--- src/rtl/spi_pkg.sv ---
`timescale 1ns/1ps
package spi_pkg;
    localparam int DATA_W = 32;

    // register index = byte address [4:2]
    typedef enum logic [2:0] {
        REG_W0   = 3'd0,
        REG_W1   = 3'd1,
        REG_W2   = 3'd2,
        REG_W3   = 3'd3,
        REG_CTRL = 3'd4,
        REG_DIV  = 3'd5,
        REG_SEL  = 3'd6
    } reg_idx_e;

    // control word bit positions
    localparam int CB_GO  = 8;
    localparam int CB_RXF = 9;
    localparam int CB_TXF = 10;
    localparam int CB_LSB = 11;
    localparam int CB_IE  = 12;
    localparam int CB_ASS = 13;
endpackage

--- src/rtl/spi_sclk_gen.sv ---
`timescale 1ns/1ps
module spi_sclk_gen #(
    parameter int DIV_W = 16
) (
    input  logic             clk_i,
    input  logic             rst_i,
    input  logic             run_i,
    input  logic [DIV_W-1:0] div_i,
    output logic             sclk_o,
    output logic             rise_o,
    output logic             fall_o
);
    typedef struct packed {
        logic [DIV_W-1:0] cnt;
        logic             sclk;
    } gen_t;

    gen_t g_q, g_d;
    logic tick;

    always_comb begin
        g_d  = g_q;
        tick = run_i && (g_q.cnt >= div_i);
        if (!run_i) begin
            g_d.cnt  = '0;
            g_d.sclk = 1'b0;
        end else if (tick) begin
            g_d.cnt  = '0;
            g_d.sclk = ~g_q.sclk;
        end else begin
            g_d.cnt = g_q.cnt + 1'b1;
        end
    end

    always_ff @(posedge clk_i) begin
        if (rst_i) g_q <= '0;
        else       g_q <= g_d;
    end

    assign sclk_o = g_q.sclk;
    assign rise_o = tick && !g_q.sclk;
    assign fall_o = tick && g_q.sclk;

    AST_SCLK_PARKS_LOW: assert property (@(posedge clk_i) disable iff (rst_i)
        !run_i |=> !sclk_o);
endmodule

--- src/rtl/spi_shift_core.sv ---
`timescale 1ns/1ps
module spi_shift_core #(
    parameter int SHIFT_W = 128,
    parameter int DATA_W  = 32,
    parameter int WSEL_W  = 2,
    parameter int CNT_W   = 8
) (
    input  logic               clk_i,
    input  logic               rst_i,
    input  logic               wr_en_i,
    input  logic [WSEL_W-1:0]  wr_sel_i,
    input  logic [DATA_W-1:0]  wr_data_i,
    input  logic               start_i,
    input  logic [CNT_W-1:0]   nbits_i,
    input  logic               lsb_i,
    input  logic               launch_i,
    input  logic               capture_i,
    input  logic               miso_i,
    output logic [SHIFT_W-1:0] sr_o,
    output logic               mosi_o
);
    localparam int IDX_W = CNT_W - 1;

    typedef struct packed {
        logic [SHIFT_W-1:0] sr;
        logic [CNT_W-1:0]   txk;
        logic [CNT_W-1:0]   rxk;
        logic               mosi;
    } sh_t;

    sh_t s_q, s_d;

    // store position of transfer bit k
    function automatic logic [IDX_W-1:0] bitpos(input logic [CNT_W-1:0] k,
                                                input logic [CNT_W-1:0] n,
                                                input logic lsb);
        return IDX_W'(lsb ? k : (n - k - 1'b1));
    endfunction

    always_comb begin
        s_d = s_q;
        if (wr_en_i)
            s_d.sr[32'(wr_sel_i) * DATA_W +: DATA_W] = wr_data_i;
        if (start_i) begin
            s_d.txk  = CNT_W'(1);
            s_d.rxk  = '0;
            s_d.mosi = s_q.sr[bitpos('0, nbits_i, lsb_i)];
        end
        if (launch_i && (s_q.txk < nbits_i)) begin
            s_d.mosi = s_q.sr[bitpos(s_q.txk, nbits_i, lsb_i)];
            s_d.txk  = s_q.txk + 1'b1;
        end
        if (capture_i && (s_q.rxk < nbits_i)) begin
            s_d.sr[bitpos(s_q.rxk, nbits_i, lsb_i)] = miso_i;
            s_d.rxk = s_q.rxk + 1'b1;
        end
    end

    always_ff @(posedge clk_i) begin
        if (rst_i) s_q <= '0;
        else       s_q <= s_d;
    end

    assign sr_o   = s_q.sr;
    assign mosi_o = s_q.mosi;

    AST_ONE_BIT_PER_CAPTURE: assert property (@(posedge clk_i) disable iff (rst_i)
        (capture_i && !wr_en_i) |=> ($countones(s_q.sr ^ $past(s_q.sr)) <= 1));
    AST_STORE_QUIET: assert property (@(posedge clk_i) disable iff (rst_i)
        (!capture_i && !wr_en_i) |=> $stable(s_q.sr));
endmodule

--- src/rtl/spi_wb_master.sv ---
`timescale 1ns/1ps
module spi_wb_master
    import spi_pkg::*;
#(
    parameter int SHIFT_W = 128,
    parameter int DIV_W   = 16,
    parameter int NSS     = 8
) (
    input  logic           clk_i,
    input  logic           rst_i,
    input  logic [4:0]     wb_adr_i,
    input  logic [31:0]    wb_dat_i,
    output logic [31:0]    wb_dat_o,
    input  logic           wb_we_i,
    input  logic           wb_stb_i,
    input  logic           wb_cyc_i,
    output logic           wb_ack_o,
    output logic           irq_o,
    output logic [NSS-1:0] ss_n_o,
    output logic           sclk_o,
    output logic           mosi_o,
    input  logic           miso_i
);
    localparam int LEN_W  = $clog2(SHIFT_W);
    localparam int CNT_W  = LEN_W + 1;
    localparam int ECNT_W = CNT_W + 1;
    localparam int NWORD  = SHIFT_W / DATA_W;
    localparam int WSEL_W = $clog2(NWORD);

    typedef struct packed {
        logic             ass;
        logic             ie;
        logic             lsb;
        logic             txf;
        logic             rxf;
        logic [LEN_W-1:0] len;
    } ctrl_t;

    typedef struct packed {
        ctrl_t             ctrl;
        logic              busy;
        logic [DIV_W-1:0]  div;
        logic [NSS-1:0]    sel;
        logic [ECNT_W-1:0] ecnt;
        logic              irq;
        logic              ack;
        logic [DATA_W-1:0] rdata;
    } top_t;

    top_t t_q, t_d;
    ctrl_t wr_ctrl;
    logic access, hit, start, word_wr, rise, fall, launch, capture, sh_lsb;
    logic [2:0] idx;
    logic [WSEL_W-1:0] wsel;
    logic [CNT_W-1:0] cur_n, new_n, sh_n;
    logic [SHIFT_W-1:0] sr;

    always_comb begin
        access      = wb_stb_i && wb_cyc_i && !t_q.ack;
        hit         = (wb_adr_i[1:0] == 2'b00);
        idx         = wb_adr_i[4:2];
        wsel        = idx[WSEL_W-1:0];
        wr_ctrl.ass = wb_dat_i[CB_ASS];
        wr_ctrl.ie  = wb_dat_i[CB_IE];
        wr_ctrl.lsb = wb_dat_i[CB_LSB];
        wr_ctrl.txf = wb_dat_i[CB_TXF];
        wr_ctrl.rxf = wb_dat_i[CB_RXF];
        wr_ctrl.len = wb_dat_i[LEN_W-1:0];
        cur_n = (t_q.ctrl.len == '0) ? CNT_W'(SHIFT_W) : CNT_W'(t_q.ctrl.len);
        new_n = (wr_ctrl.len == '0) ? CNT_W'(SHIFT_W) : CNT_W'(wr_ctrl.len);

        t_d     = t_q;
        t_d.ack = access;
        start   = 1'b0;
        word_wr = 1'b0;
        if (access) t_d.irq = 1'b0;

        if (access && hit) begin
            if (wb_we_i) begin
                case (idx)
                    REG_CTRL: if (!t_q.busy) begin
                        t_d.ctrl = wr_ctrl;
                        if (wb_dat_i[CB_GO]) begin
                            start    = 1'b1;
                            t_d.busy = 1'b1;
                            t_d.ecnt = '0;
                        end
                    end
                    REG_DIV: t_d.div = wb_dat_i[DIV_W-1:0];
                    REG_SEL: t_d.sel = wb_dat_i[NSS-1:0];
                    default: word_wr = (int'(idx) < NWORD);
                endcase
            end else begin
                case (idx)
                    REG_CTRL: t_d.rdata = DATA_W'({t_q.ctrl.ass, t_q.ctrl.ie, t_q.ctrl.lsb,
                                                   t_q.ctrl.txf, t_q.ctrl.rxf, t_q.busy,
                                                   1'b0, t_q.ctrl.len});
                    REG_DIV: t_d.rdata = DATA_W'(t_q.div);
                    REG_SEL: t_d.rdata = DATA_W'(t_q.sel);
                    default: t_d.rdata = (int'(idx) < NWORD) ?
                                         sr[32'(wsel) * DATA_W +: DATA_W] : '0;
                endcase
            end
        end

        // count SCLK toggles; 2n toggles end the transfer with SCLK low
        if (t_q.busy && (rise || fall)) begin
            if (t_q.ecnt == ECNT_W'({cur_n, 1'b0} - 1'b1)) begin
                t_d.busy = 1'b0;
                if (t_q.ctrl.ie) t_d.irq = 1'b1;
            end else begin
                t_d.ecnt = t_q.ecnt + 1'b1;
            end
        end

        sh_n    = start ? new_n : cur_n;
        sh_lsb  = start ? wr_ctrl.lsb : t_q.ctrl.lsb;
        launch  = t_q.ctrl.txf ? fall : rise;
        capture = t_q.ctrl.rxf ? fall : rise;
    end

    always_ff @(posedge clk_i) begin
        if (rst_i) t_q <= '0;
        else       t_q <= t_d;
    end

    spi_sclk_gen #(.DIV_W(DIV_W)) u_gen (
        .clk_i (clk_i), .rst_i (rst_i), .run_i (t_q.busy), .div_i (t_q.div),
        .sclk_o(sclk_o), .rise_o(rise), .fall_o(fall)
    );

    spi_shift_core #(.SHIFT_W(SHIFT_W), .DATA_W(DATA_W), .WSEL_W(WSEL_W), .CNT_W(CNT_W)) u_shift (
        .clk_i    (clk_i),   .rst_i   (rst_i),
        .wr_en_i  (word_wr), .wr_sel_i(wsel),   .wr_data_i(wb_dat_i),
        .start_i  (start),   .nbits_i (sh_n),   .lsb_i    (sh_lsb),
        .launch_i (launch),  .capture_i(capture), .miso_i (miso_i),
        .sr_o     (sr),      .mosi_o  (mosi_o)
    );

    assign wb_dat_o = t_q.rdata;
    assign wb_ack_o = t_q.ack;
    assign irq_o    = t_q.irq;
    assign ss_n_o   = t_q.ctrl.ass ? ~(t_q.sel & {NSS{t_q.busy}}) : ~t_q.sel;

    AST_IDLE_SCLK_LOW: assert property (@(posedge clk_i) disable iff (rst_i)
        !t_q.busy |-> !sclk_o);
    AST_ACK_FOLLOWS_REQ: assert property (@(posedge clk_i) disable iff (rst_i)
        wb_ack_o |-> $past(wb_stb_i && wb_cyc_i));
    AST_CTRL_FROZEN: assert property (@(posedge clk_i) disable iff (rst_i)
        (t_q.busy && $past(t_q.busy)) |-> $stable(t_q.ctrl));
    AST_IRQ_AT_END: assert property (@(posedge clk_i) disable iff (rst_i)
        $rose(irq_o) |-> ($fell(t_q.busy) && t_q.ctrl.ie));
    AST_AUTO_SEL_IDLE: assert property (@(posedge clk_i) disable iff (rst_i)
        (t_q.ctrl.ass && !t_q.busy) |-> (&ss_n_o));
endmodule

--- config.mk ---
export PLATFORM = sky130hd
export DESIGN_NAME = spi_wb_master
export DESIGN_NICKNAME = d
export VERILOG_FILES = /design/src/rtl/spi_pkg.sv /design/src/rtl/spi_sclk_gen.sv /design/src/rtl/spi_shift_core.sv /design/src/rtl/spi_wb_master.sv
export SDC_FILE = /design/constraint.sdc
export NUM_CORES = 1
export LEC_CHECK = 0
export BUFFER_PORTS_ARGS = -buffer_cell sky130_fd_sc_hd__buf_4
export CAP_MARGIN = 0
export CORE_AREA = 8 8 260 199
export DETAILED_ROUTE_END_ITERATION = 8
export DIE_AREA = 0 0 268 207
export GPL_TIMING_DRIVEN = 0
export PLACE_DENSITY = 0.51
export SLEW_MARGIN = 20
export SYNTH_ARGS = -nofsm -noshare
export SYNTH_HDL_FRONTEND = slang
export SYNTH_SLANG_ARGS = --single-unit
--- constraint.sdc ---
create_clock -name clk_i -period 5.1 [get_ports clk_i]
set_input_delay 0 -clock clk_i [delete_from_list [all_inputs] [get_ports clk_i]]
set_output_delay 0 -clock clk_i [all_outputs]
set_load 0.01 [all_outputs]
==> results of run 1 <==
[routing by layer]
layer	vias up	GRT usage	part of all wire
met4	0	0.07473	0.026
li1	8576	-	-
met5	-	0	0
met3	125	0.1097	0.14
met1	9465	0.4376	0.43
met2	1207	0.4190	0.40
[worst max-delay path: stages (launching register included)]
cell,delay [ns]
dfxtp_1,0.38
inv_1,0.15
ha_1,0.17
nor4b_4,0.28
a21oi_2,0.16
mux2_2,0.41
buf_4,0.25
ha_1,0.23
fa_1,0.45
xnor2_1,0.19
o31ai_1,0.84
nor2b_1,0.44
nand2_1,0.24
nor3_1,0.28
mux2_2,0.36
[kinds of logic after synthesis]
family                     after synthesis
muxes                                  244
and+or+nand+nor                        979
xor gates and xnor gates                46
buffers and inverters                  294
AOI/OAI and AO/OA                      462
adders and majority gates               59
DFF                                    242
[report_power, final]
group	leakage (nW)	switching (mW)	total (mW)	internal, mW
combinational	4.75	0.249	0.343	0.0932
clock	0.434	0.932	2.07	1.14
sequential	1.95	0.00405	1.90	1.89
total	7.14	1.19	4.31	3.12
[state kept, by name, indices dropped and copies added (netlist names)]
signal,cells
irq_o,1
t_q,46
u_gen.g_q,16
u_gen.sclk_o,1
u_shift.mosi_o,1
u_shift.s_q,16
u_shift.sr_o,128
wb_ack_o,1
wb_dat_o,32
[cell type report]
| class | count | area share |
|---|---|---|
| Clock buffer | 38 | 0.03815 |
| Inverter | 56 | 0.01016 |
| Tap cell | 648 | 0.03918 |
| Multi-Input combinational cell | 1790 | 0.5730 |
| Sequential cell | 242 | 0.2341 |
| Clock inverter | 11 | 0.005321 |
| Timing Repair Buffer | 112 | 0.04426 |
| Buffer | 232 | 0.05581 |
[cells in the mapped netlist (all sizes together) (40+ instances only)]
cell	n	area [um2]
a21oi	252	1265
and3	40	255.2
buf	90	576.8
clkbuf	148	555.5
dfxtp	242	4845
ha	57	713.2
inv	55	206.4
mux2	142	1607
mux2i	63	654.4
nand2	371	1393
nand3	234	1176
nor2	123	469.2
nor3	103	520.5
[repair_timing]
item	in CTS	in global routing
setup buffers	0	0
pin swaps	0	1
endpoints found under the setup margin	143	136
gates resized for setup	23	58
hold buffers	30	0
endpoints found under the hold margin	125	0
[through the flow]
stage                     power (mW)  worst slack [ns]  utilization  cell area, um2
final                          4.310            0.1207       0.4319           20690
after floorplan                2.092           0.03087            -           17900
after detailed placement       2.249            -1.618       0.4036           19330
after global routing           4.429         -0.005500       0.4319           20690
after global placement         2.248            -1.566       0.4033           19320
after CTS                      4.336           0.03785       0.4296           20580
[cell usage in the layout, fill, tap and decap left out, types with 23 or more instances in the layout]
| master | instances |
|---|---|
| mux2i_1 | 58 |
| and3_1 | 39 |
| ha_1 | 55 |
| dfxtp_1 | 242 |
| clkbuf_16 | 29 |
| dlygate4sd3_1 | 30 |
| nor3_1 | 90 |
| nand3_1 | 233 |
| mux2_2 | 140 |
| buf_4 | 121 |
| nand2_1 | 369 |
| inv_1 | 54 |
| mux4_2 | 39 |
| o21ai_0 | 37 |
| xnor2_1 | 25 |
| a21oi_1 | 248 |
| clkbuf_1 | 128 |
| buf_2 | 31 |
| a31oi_1 | 23 |
| nor2_1 | 122 |
[path summary, 6_finish.rpt]
kind / start / end / slack (ns) / cells past startpoint
min: wb_stb_i / t_q[67]$_SDFF_PP0_ / 0.09 / 5
max: t_q[68]$_SDFFE_PP0P_ / u_shift.sr_o[44]$_SDFF_PP0_ / 0.12 / 14
min reg2reg: wb_dat_o[31]$_SDFFE_PP0P_ / wb_dat_o[31]$_SDFFE_PP0P_ / 0.45 / 2
max reg2reg: t_q[68]$_SDFFE_PP0P_ / u_shift.sr_o[44]$_SDFF_PP0_ / 0.12 / 14
==> flow_summary.yaml, run 1 <==
drt:
  routed_via_density: 6.191
  wl_per_cell_um: 27.88
  wl_mm: 87.23
  drtIter0Drc: 2376
  drc: 0
  drtPass1Iterations: 8
  ant_nets: 0
  via_count: 19370
sta:
  final.setup.tns_ns: 0
  hold_viol_final: 0
  rsz0062_at_grt: "yes"
  fmax_mhz: 200.8
  fin_hold_ws_ns: 0.08609
  worst_slew_pin_slew_ns: 1.175
  setup_viol_count_final: 0
  finalCritPeriodShare: 0.9763
  slew_violations: 0
  min_period_ns: 4.979
  final.setup_skew_ns: 0.01905
  maxSlewHeadroom: 0.2169
run_status:
  outcome: "finished, final reports clean"
placed_design:
  gp_congestion: 1.018
  io_buffer_count: 82
  placed_cells: 3056
  hpwl_mm: 68.86
yosys:
  ys_ff_latch: 242
  yosysSeqAreaShare: 0.2707
  synth_mux_area_frac: 0.1754
  ys_warn_count: 0
  yosys_most_used_dff: "dfxtp_1"
  synth.distinct_cells: 89
  async_reset_ff_frac: 0
  avgSynthCellArea_um2: 7.694
  syn_area_mm2: 0.01790
  synth_compound_gate_area_share: 0.1608
  synthXorXnorAreaFrac: 0.02251
  synth-simple-area-share: 0.2534
  synth_enable_flop_cells: 0
  synth_top_family_by_area: "simple AND/OR/NAND/NOR gates"
  syn_nets: 2428
  yosys.area_share.adder: 0.04209
  syn_inst: 2326
power_and_ir_drop:
  p_per_area_mw_per_mm2: 208.3
  ir_drop_mv: 0.2478
  leakage_nw: 7.136
die:
  dieWidth_um: 268
  core_mm2: 0.04791
  start_util: 0.3735
  rows: 70
  dieArea_mm2: 0.05548
  dieHeight_um: 207
  ios: 87
grt:
  antenna_found_initial: 1
  grt_max_degree: 20
  gr-total-overflow: 0
  track_usage: 0.3028
  grt_pass1_wl_mm: 126.2
  grt_pass1_vias: 18160
flow_run:
  max_cap_violations: 0
clock_network:
  path_clk_slew_ns: 0.06
  cts_tree: "built"
  clock-sinks: 242
  cts_buffers: 29
  cts_buffer_depth: 3
  cts_root_buf: "clkbuf_16"
  htreeDepth: 1
  clock_latency_ns: 0.61
critical_path:
  endpoint_kind: "flip-flop"
  worstSetupPathType: "reg2reg"
  worst-endpoint-required_ns: 5.58
  crit_arrival_ns: 5.46
  crit_fanout: 13
  cp-start-kind: "flip-flop"
finish:
  final_cells: 3129
  nFillCells: 4989
  final_nets: 2565
  antenna_cells: 0
  regArea_mm2: 0.004845
  drive_above_1_share: 0.1830
  area_delta_synth_final_pct: 15.63
  multiInputGateArea_mm2: 0.01186
worst_hold_path:
  hold_path.class: "in2reg"
(Power assumes the default switching activity.)
==> inputs of run 2 (changes only) <==
Settings changed: HOLD_SLACK_MARGIN set to 0.12.
==> flow_summary.yaml, run 2 (synthesized netlist as in run 1, its figures left out) <==
drt:
  routed_via_density: 6.210
  drtPass1Iterations: 7
  ant_nets: 0
  via_count: 19460
  drc: 0
  wl_per_cell_um: 27.87
  wl_mm: 87.34
  drtIter0Drc: 2473
worst_hold_path:
  hold_end: "wb_dat_o[1]$_SDFFE_PP0P_"
  hold_depth: 4
  hold_path.class: "in2reg"
  min_from: "wb_adr_i[3]"
power_and_ir_drop:
  p_sw_mw: 1.189
  p_sw_frac: 0.2755
  power_mw: 4.316
  clkPwrFrac: 0.480
  p_per_area_mw_per_mm2: 208.1
  leakage_nw: 7.159
  combPwrFrac: 0.080
  p_int_mw: 3.127
  seqPwrFrac: 0.440
  ir_drop_mv: 0.2486
critical_path:
  crit_family: "simple AND/OR/NAND/NOR gates"
  worst-endpoint-required_ns: 5.59
  r2r_start: "t_q[68]$_SDFFE_PP0P_"
  r2r_cells: 14
  rr_endpoint: "u_shift.sr_o[44]$_SDFF_PP0_"
  critPathLaunch: "t_q[68]$_SDFFE_PP0P_"
  worstSetupPathType: "reg2reg"
  slowest_stage: "o31ai_1"
  crit_path_cell_trace: "inv_1, ha_1, nor4b_4, a21oi_2, mux2_2, buf_4, ha_1, fa_1, xnor2_1, o31ai_1, nor2b_1, nand2_1, nor3_1, mux2_2"
  endpoint_kind: "flip-flop"
  crit_buf_inv: 2
  rrSetupSlack_ns: 0.13
  cp-start-kind: "flip-flop"
  worst_path_largest_cell_delay_ns: 0.83
  crit_arrival_ns: 5.45
  crit_fanout: 13
sta:
  setup_viol_count_final: 0
  worst_slew_pin_slew_ns: 1.211
  fmax_mhz: 201.2
  min_period_ns: 4.969
  final.setup_skew_ns: 0.02230
  rsz0062_at_grt: "yes"
  final.setup.tns_ns: 0
  hold_viol_final: 0
  fin_hold_ws_ns: 0.1901
  finalCritPeriodShare: 0.9744
  slew_violations: 0
  maxSlewHeadroom: 0.1926
clock_network:
  htreeDepth: 1
  cts_buffer_depth: 3
  cts_buffers: 29
  clock-sinks: 242
  path_clk_slew_ns: 0.06
  cts_tree: "built"
  clock_latency_ns: 0.62
  cts_root_buf: "clkbuf_16"
grt:
  grt_pass1_vias: 18190
  met2_usage: 0.4197
  use_met3: 0.1097
  antenna_found_initial: 1
  grtUsageMet1: 0.4378
  track_usage: 0.3030
  grt_max_degree: 20
  grt_pass1_wl_mm: 126.3
  gr-total-overflow: 0
  top_usage_layer: "met1"
finish:
  final_common_cell: "nand2_1"
  drive_above_1_share: 0.1826
  antenna_cells: 0
  most-common-layout-cells: "369 x nand2_1, 248 x a21oi_1, 242 x dfxtp_1"
  final_nets: 2570
  largest_reg_flops: 128
  area_delta_synth_final_pct: 15.91
  nFillCells: 4981
  fin_util: 0.4330
placed_design:
  gp_congestion: 1.018
  hpwl_mm: 68.86
  io_buffer_count: 82
die:
  core_mm2: 0.04791
  dieArea_mm2: 0.05548
  dieHeight_um: 207
  ios: 87
  dieWidth_um: 268
  start_util: 0.3735
  rows: 70
flow_run:
  max_cap_violations: 0
run_status:
  outcome: "finished, final reports clean"
[run 2: worst max path at each step]
stage,endpoint,slack [ns],cells after the start
finish,u_shift.sr_o[44]$_SDFF_PP0_,0.13,14
global route,u_shift.sr_o[102]$_SDFF_PP0_,-0.006,21
CTS,u_shift.sr_o[105]$_SDFF_PP0_,0.04,26
detailed placement,u_shift.sr_o[119]$_SDFF_PP0_,-1.62,26
global placement,u_shift.sr_o[119]$_SDFF_PP0_,-1.57,26
floorplan,u_shift.sr_o[0]$_SDFF_PP0_,0.03,26
[run 2: metal layers]
metal  wire, um  vias up
met4       2482        0
met3      12190      144
met2      34480     1191
li1           -     8583
met1      38180     9545
met5          0        -
[run 2: worst reg2reg max path: stages, from the launching register on]
cell and delay (ns):
dfxtp_1 0.38, inv_1 0.15, ha_1 0.17, nor4b_4 0.28, a21oi_2 0.16, mux2_2 0.41, buf_4 0.25, ha_1 0.25
fa_1 0.46, xnor2_1 0.19, o31ai_1 0.84, nor2b_1 0.44, nand2_1 0.23, nor3_1 0.27, mux2_2 0.36
[run 2: per-stage QoR]
stage               area, um2  instances  setup WS [ns]
global placement        19320       3056         -1.566
floorplan               17900       2326        0.03087
global route            20740       3134      -0.005500
finish                  20740       3134         0.1306
detailed placement      19330       3056         -1.618
CTS                     20630       3138        0.03785
[run 2: power groups by stage]
stage / Clock, mW / Combinational [mW] / Sequential [mW]
after floorplan: 0 / 0.154 / 1.94
after global placement: 0 / 0.308 / 1.94
after detailed placement: 0 / 0.310 / 1.94
after CTS: 2.11 / 0.331 / 1.90
after global routing: 2.18 / 0.357 / 1.90
final: 2.07 / 0.345 / 1.90
[run 2: repair_timing]
action,CTS,global route
hold endpoints to repair,133,0
setup endpoints to repair,143,136
hold buffers,35,0
pin swaps,0,1
gates resized for setup,23,58
setup buffers,0,0
[run 2: area by class of cell]
type / count / area (um2) / share of cell area
clock inverters: 11 / 110.1 / 0.005308
repair buffers: 117 / 965.9 / 0.04657
plain buffers: 232 / 1155 / 0.05568
flip-flops and latches: 242 / 4845 / 0.2336
clock buffers: 38 / 789.5 / 0.03806
inverters: 56 / 210.2 / 0.01013
multi-input cells: 1790 / 11860 / 0.5716
well taps: 648 / 810.8 / 0.03909
